File: src/rtl/accAluPkg.sv
package accAluPkg;

  localparam int FLAG_BITS = 7;
  localparam int F_CARRY   = 0;
  localparam int F_ZERO    = 1;
  localparam int F_OVF     = 2;
  localparam int F_SIGN    = 3;
  localparam int F_PARITY  = 4;
  localparam int F_HALF    = 5;
  localparam int F_INTEN   = 6;

  typedef enum logic [3:0] {
    OP_ADD = 4'd0,
    OP_ADC = 4'd1,
    OP_SUB = 4'd2,
    OP_AND = 4'd3,
    OP_OR  = 4'd4,
    OP_CPL = 4'd5,
    OP_CLR = 4'd6,
    OP_INC = 4'd7,
    OP_DEC = 4'd8
  } opCode_e;

  // second adder input source
  typedef enum logic [1:0] {
    B_OPND = 2'd0,
    B_INV  = 2'd1,
    B_ZERO = 2'd2,
    B_ONES = 2'd3
  } bSel_e;

  typedef enum logic [1:0] {
    CIN_ZERO  = 2'd0,
    CIN_ONE   = 2'd1,
    CIN_CARRY = 2'd2
  } cinSel_e;

  typedef enum logic [1:0] {
    L_AND = 2'd0,
    L_OR  = 2'd1,
    L_CPL = 2'd2,
    L_CLR = 2'd3
  } logicSel_e;

  // strobes from control to datapath
  typedef struct packed {
    logic      writeBack;
    logic      useAdder;
    bSel_e     bSel;
    cinSel_e   cinSel;
    logic      keepCarry;
    logicSel_e logicSel;
  } aluCtrl_t;

endpackage

File: src/rtl/accAluCtrl.sv
module accAluCtrl
  import accAluPkg::*;
(
  input  logic [3:0] opCode,
  input  logic       exec,
  output aluCtrl_t   ctrl
);

  always_comb begin
    ctrl           = '0;
    ctrl.bSel      = B_OPND;
    ctrl.cinSel    = CIN_ZERO;
    ctrl.logicSel  = L_CLR;
    ctrl.writeBack = 1'b0;
    case (opCode)
      OP_ADD: begin
        ctrl.writeBack = exec;
        ctrl.useAdder  = 1'b1;
      end
      OP_ADC: begin
        ctrl.writeBack = exec;
        ctrl.useAdder  = 1'b1;
        ctrl.cinSel    = CIN_CARRY;
      end
      OP_SUB: begin
        ctrl.writeBack = exec;
        ctrl.useAdder  = 1'b1;
        ctrl.bSel      = B_INV;
        ctrl.cinSel    = CIN_ONE;
      end
      OP_AND: begin
        ctrl.writeBack = exec;
        ctrl.logicSel  = L_AND;
      end
      OP_OR: begin
        ctrl.writeBack = exec;
        ctrl.logicSel  = L_OR;
      end
      OP_CPL: begin
        ctrl.writeBack = exec;
        ctrl.logicSel  = L_CPL;
      end
      OP_CLR: begin
        ctrl.writeBack = exec;
        ctrl.logicSel  = L_CLR;
      end
      OP_INC: begin
        ctrl.writeBack = exec;
        ctrl.useAdder  = 1'b1;
        ctrl.bSel      = B_ZERO;
        ctrl.cinSel    = CIN_ONE;
        ctrl.keepCarry = 1'b1;
      end
      OP_DEC: begin
        ctrl.writeBack = exec;
        ctrl.useAdder  = 1'b1;
        ctrl.bSel      = B_ONES;
        ctrl.keepCarry = 1'b1;
      end
      default: ctrl.writeBack = 1'b0;
    endcase
  end

endmodule

File: src/rtl/accAluDatapath.sv
module accAluDatapath
  import accAluPkg::*;
#(
  parameter int WIDTH = 8
) (
  input  logic                 clk,
  input  logic                 rst,
  input  aluCtrl_t             ctrl,
  input  logic [WIDTH-1:0]     operand,
  input  logic                 intEnSet,
  input  logic                 intEnClr,
  output logic [WIDTH-1:0]     acc,
  output logic [FLAG_BITS-1:0] flags
);

  localparam int HALF = WIDTH / 2;
  localparam int MSB  = WIDTH - 1;

  logic [WIDTH-1:0]     accQ;
  logic [FLAG_BITS-1:0] flagQ;
  logic [WIDTH-1:0]     bVal;
  logic                 cinBit;
  logic [WIDTH:0]       sum;
  logic [HALF:0]        halfSum;
  logic [WIDTH-1:0]     logicRes;
  logic [WIDTH-1:0]     result;
  logic                 carryNext;
  logic                 ovfNext;
  logic                 halfNext;

  always_comb begin
    case (ctrl.bSel)
      B_OPND:  bVal = operand;
      B_INV:   bVal = ~operand;
      B_ZERO:  bVal = '0;
      default: bVal = '1;
    endcase
    case (ctrl.cinSel)
      CIN_ONE:   cinBit = 1'b1;
      CIN_CARRY: cinBit = flagQ[F_CARRY];
      default:   cinBit = 1'b0;
    endcase
  end

  // one shared adder for every arithmetic operation
  assign sum     = {1'b0, accQ} + {1'b0, bVal} + {{WIDTH{1'b0}}, cinBit};
  assign halfSum = {1'b0, accQ[HALF-1:0]} + {1'b0, bVal[HALF-1:0]} + {{HALF{1'b0}}, cinBit};

  always_comb begin
    case (ctrl.logicSel)
      L_AND:   logicRes = accQ & operand;
      L_OR:    logicRes = accQ | operand;
      L_CPL:   logicRes = ~accQ;
      default: logicRes = '0;
    endcase
  end

  always_comb begin
    if (ctrl.useAdder) begin
      result    = sum[WIDTH-1:0];
      carryNext = ctrl.keepCarry ? flagQ[F_CARRY] : sum[WIDTH];
      ovfNext   = (accQ[MSB] == bVal[MSB]) && (sum[MSB] != accQ[MSB]);
      halfNext  = halfSum[HALF];
    end else begin
      result    = logicRes;
      carryNext = 1'b0;
      ovfNext   = 1'b0;
      halfNext  = 1'b0;
    end
  end

  always_ff @(posedge clk) begin
    if (rst) begin
      accQ  <= '0;
      flagQ <= '0;
    end else begin
      if (ctrl.writeBack) begin
        accQ            <= result;
        flagQ[F_CARRY]  <= carryNext;
        flagQ[F_ZERO]   <= (result == '0);
        flagQ[F_OVF]    <= ovfNext;
        flagQ[F_SIGN]   <= result[MSB];
        flagQ[F_PARITY] <= ~(^result);
        flagQ[F_HALF]   <= halfNext;
      end
      if (intEnClr)      flagQ[F_INTEN] <= 1'b0;
      else if (intEnSet) flagQ[F_INTEN] <= 1'b1;
    end
  end

  assign acc   = accQ;
  assign flags = flagQ;

endmodule

File: src/rtl/accAlu.sv
module accAlu
  import accAluPkg::*;
#(
  parameter int WIDTH = 8
) (
  input  logic                 clk,
  input  logic                 rst,
  input  logic [3:0]           opCode,
  input  logic [WIDTH-1:0]     operand,
  input  logic                 exec,
  input  logic                 intEnSet,
  input  logic                 intEnClr,
  output logic [WIDTH-1:0]     acc,
  output logic [FLAG_BITS-1:0] flags
);

  aluCtrl_t ctrl;

  accAluCtrl u_ctrl (
    .opCode (opCode),
    .exec   (exec),
    .ctrl   (ctrl)
  );

  accAluDatapath #(.WIDTH(WIDTH)) u_dp (
    .clk      (clk),
    .rst      (rst),
    .ctrl     (ctrl),
    .operand  (operand),
    .intEnSet (intEnSet),
    .intEnClr (intEnClr),
    .acc      (acc),
    .flags    (flags)
  );

endmodule

File: config.mk
export PLATFORM = sky130hd
export DESIGN_NAME = accAlu
export DESIGN_NICKNAME = d
export VERILOG_FILES = /design/src/rtl/accAluPkg.sv /design/src/rtl/accAluCtrl.sv /design/src/rtl/accAluDatapath.sv /design/src/rtl/accAlu.sv
export SDC_FILE = /design/constraint.sdc
export NUM_CORES = 1
export LEC_CHECK = 0
export ABC_AREA = 1
export BUFFER_PORTS_ARGS = -buffer_cell sky130_fd_sc_hd__clkbuf_2
export CAP_MARGIN = 20
export CELL_PAD_IN_SITES_DETAIL_PLACEMENT = 1
export CELL_PAD_IN_SITES_GLOBAL_PLACEMENT = 2
export CORE_UTILIZATION = 31
export CTS_BUF_LIST = sky130_fd_sc_hd__clkbuf_4 sky130_fd_sc_hd__clkbuf_8 sky130_fd_sc_hd__clkbuf_16
export CTS_CLUSTER_SIZE = 16
export DETAILED_ROUTE_END_ITERATION = 8
export GPL_TIMING_DRIVEN = 0
export PLACE_DENSITY = 0.93
export SETUP_SLACK_MARGIN = 0.4
export SKIP_LAST_GASP = 1
export SYNTH_ARGS = -nofsm -noshare
export SYNTH_HDL_FRONTEND = slang
export SYNTH_SLANG_ARGS = --single-unit
File: constraint.sdc
create_clock -name clk -period 6 [get_ports clk]
set_clock_uncertainty 0.1 [all_clocks]
set_input_delay 0.3 -clock clk [delete_from_list [all_inputs] [get_ports clk]]
set_output_delay 0.3 -clock clk [all_outputs]
set_load 0.02 [all_outputs]
==> flow_summary.yaml <==
timing:
  setup_tns_ns: 0
  fin_crit_sh_pct: 67.3
  hold_viol: 0
  worst_pin_slew_ns: 0.614
  relSlewSlack_pct: 59.1
  drv_slew: 0
  setup_violations: 0
  rsz0062_at_grt: "no"
  timing.final.crit_period_ns: 4.04
  max_freq_mhz: 247
min_path:
  hp-start: "intEnClr"
  holdPathEnd: "u_dp.flags[6]"
  hold_class: "in2reg"
  min_path_cells: 2
floorplan:
  core_area_um2: 4850
  die_h_um: 74.0
  pin_count: 32
  initial_core_util_pct: 33.1
  rows: 25
  dieArea_um2: 5470
  die_w_um: 74.0
power:
  peakVddDrop_mv: 0.142
  power_density_nw_per_um2: 189
  p_leak_nw: 1.04
critical_path:
  rr_startpoint: "u_dp.flags[0]"
  endpoint_kind: "register"
  regToRegSetupSlack_ns: 2.78
  start_kind: "primary input"
  path_max_fanout: 7
  crit_type: "in2reg"
  critPathRequiredTime_ns: 6.02
  worst_r2r_endpoint: "u_dp.flags[4]"
  r2r.worst_path.cells: 13
  critical_path_arrival_ns: 4.06
detailed_routing:
  via_count: 1769
  initialDrtViolationCount: 30
  wire_per_inst_um: 13.6
  ant_nets: 0
  finalWirelength_um: 4960
  firstDrtPassIters: 4
  via_per_inst: 4.85
  drc_errors: 0
cells_and_area:
  seq_area_um2: 280
  antenna_cells: 0
  finish.utilization_pct: 39.2
  multi_input_area_um2: 1070
  fillers: 660
  syn2layout_area_growth_pct: 18.3
  design_area_um2: 1900
  stdcell_count: 365
  fin_nets: 331
  drive_above_1_share_pct: 18.1
clock_tree:
  cts_num_sinks: 14
  htreeDepth: 1
  clockBufferDepth: 2
  clkLatencyLatePin_ns: 0.25
  cts_tree: "done"
  cts_hold_buf: 0
  post_cts_resized: 0
  cts-buffers-inserted: 3
  cts_setup_buffers: 0
  root_buffer: "clkbuf_8"
  clkTransAtPathRegs_ns: 0.08
global_routing:
  busiest_layer: "met2"
  grt_pass1_wl_um: 8440
  grt_max_degree: 11
  met2_usage_pct: 35.6
  grtUsageMet1_pct: 27.1
  overflow: 0
  grt_util_all_layers_pct: 20.2
  grt_pass1_vias: 1774
  antenna_found_initial: 0
  use_met3_pct: 2.17
yosys:
  syn_avg_cell_area_um2: 6.10
  ys_ff_latch: 14
  ys_types: 31
  syn_nets: 295
  syn_area_um2: 1610
  synth_warnings: 0
  yosysSeqAreaShare_pct: 17.5
  synthCells: 263
placed_design:
  globalplace.congestion: 0.795
  place_inst: 361
  io_buffers: 31
  place_hpwl_um: 3940
  placed_area_um2: 1840
flow_run:
  maxCapViolCount: 0
outcome:
  outcome: "finished clean"
layer usage:
layer / routed length, um / vias up
met5: 0 / -
met2: 2340 / 29
met3: 196 / 4
met4: 47 / 0
li1: - / 909
met1: 2370 / 827
placed cells by master (no fill, tap or decap), types with 13 or more instances in the layout:
cell type / n
dfxtp_1: 14
clkbuf_2: 31
inv_1: 54
nand2_1: 57
nand3_1: 23
nor2_1: 14
ha_1: 13
o21ai_0: 17
a21oi_1: 16
synth_stat cells (all sizes together):
master   n  area, um^2
o211ai   6        45.0
a21oi   16        80.1
nand4    5        31.3
nor2    16        70.1
o21ai   20         100
nand3b   1        7.51
ha      13         163
inv     57         214
or2      3        18.8
xor2     1        8.76
nand3   24         133
buf      4        37.5
o21a     1        7.51
clkbuf   1        3.75
o21bai   1        7.51
and2     4        25.0
nand2   63         252
dfxtp   14         280
a211oi   2        25.0
nor3     6        30.0
fa       2        40.0
xnor2    3        26.3
final cells by class:
type / count / share of cell area [%]
Buffer: 5 / 2.17
Multi-Input combinational cell: 187 / 56.3
Timing Repair Buffer: 31 / 8.17
Sequential cell: 14 / 14.8
Tap cell: 67 / 4.41
Clock buffer: 4 / 2.90
Inverter: 57 / 11.3
logic make-up after synthesis:
group	after synthesis	share of synthesized area, %
fa+ha+maj	15	12.6
simple gates	122	35.3
buf+inv	62	15.9
flops	14	17.5
compound gates	46	16.5
xor+xnor	4	2.18
worst max-delay path by stage:
stage	end	slack, ns	cells after the start	start
after floorplan	u_dp.flags[4]	2.42	16	opCode[2]
after global placement	u_dp.flags[4]	1.76	17	opCode[2]
after detailed placement	u_dp.flags[4]	1.69	17	opCode[2]
after CTS	u_dp.flags[4]	1.95	17	opCode[2]
after global routing	u_dp.flags[4]	1.75	17	opCode[2]
final	u_dp.flags[4]	1.96	17	opCode[2]
through the flow:
stage               worst slack, ns  hold slack [ns]  power, mW
floorplan                      2.42            0.279      0.218
global placement               1.76            0.358      0.257
detailed placement             1.69            0.367      0.260
CTS                            1.95            0.103      0.361
global route                   1.75            0.102      0.386
finish                         1.96            0.100      0.358
critical path: stages:
cell	delay (ns)
clkbuf_2	0.12
nor2_4	0.15
nand3_1	0.22
nand2_2	0.25
inv_1	0.12
ha_1	0.30
o21bai_1	0.16
fa_1	0.41
fa_1	0.45
o21ai_0	0.45
or2_2	0.19
nand3_1	0.07
and2_1	0.15
ha_1	0.30
xor2_1	0.17
xnor2_1	0.15
a211oi_2	0.08
where the power goes:
group / total, mW / internal [mW] / switching (mW)
logic: 0.152 / 0.0597 / 0.0923
registers: 0.106 / 0.0991 / 0.00670
clock network: 0.100 / 0.0583 / 0.0421
total: 0.358 / 0.217 / 0.141
flip-flops by register name, summed over array words and instances (netlist names):
signal and cells:
u_dp.flags 7, u_dp.acc 7
Note: power is estimated with default switching activity, not from simulation.
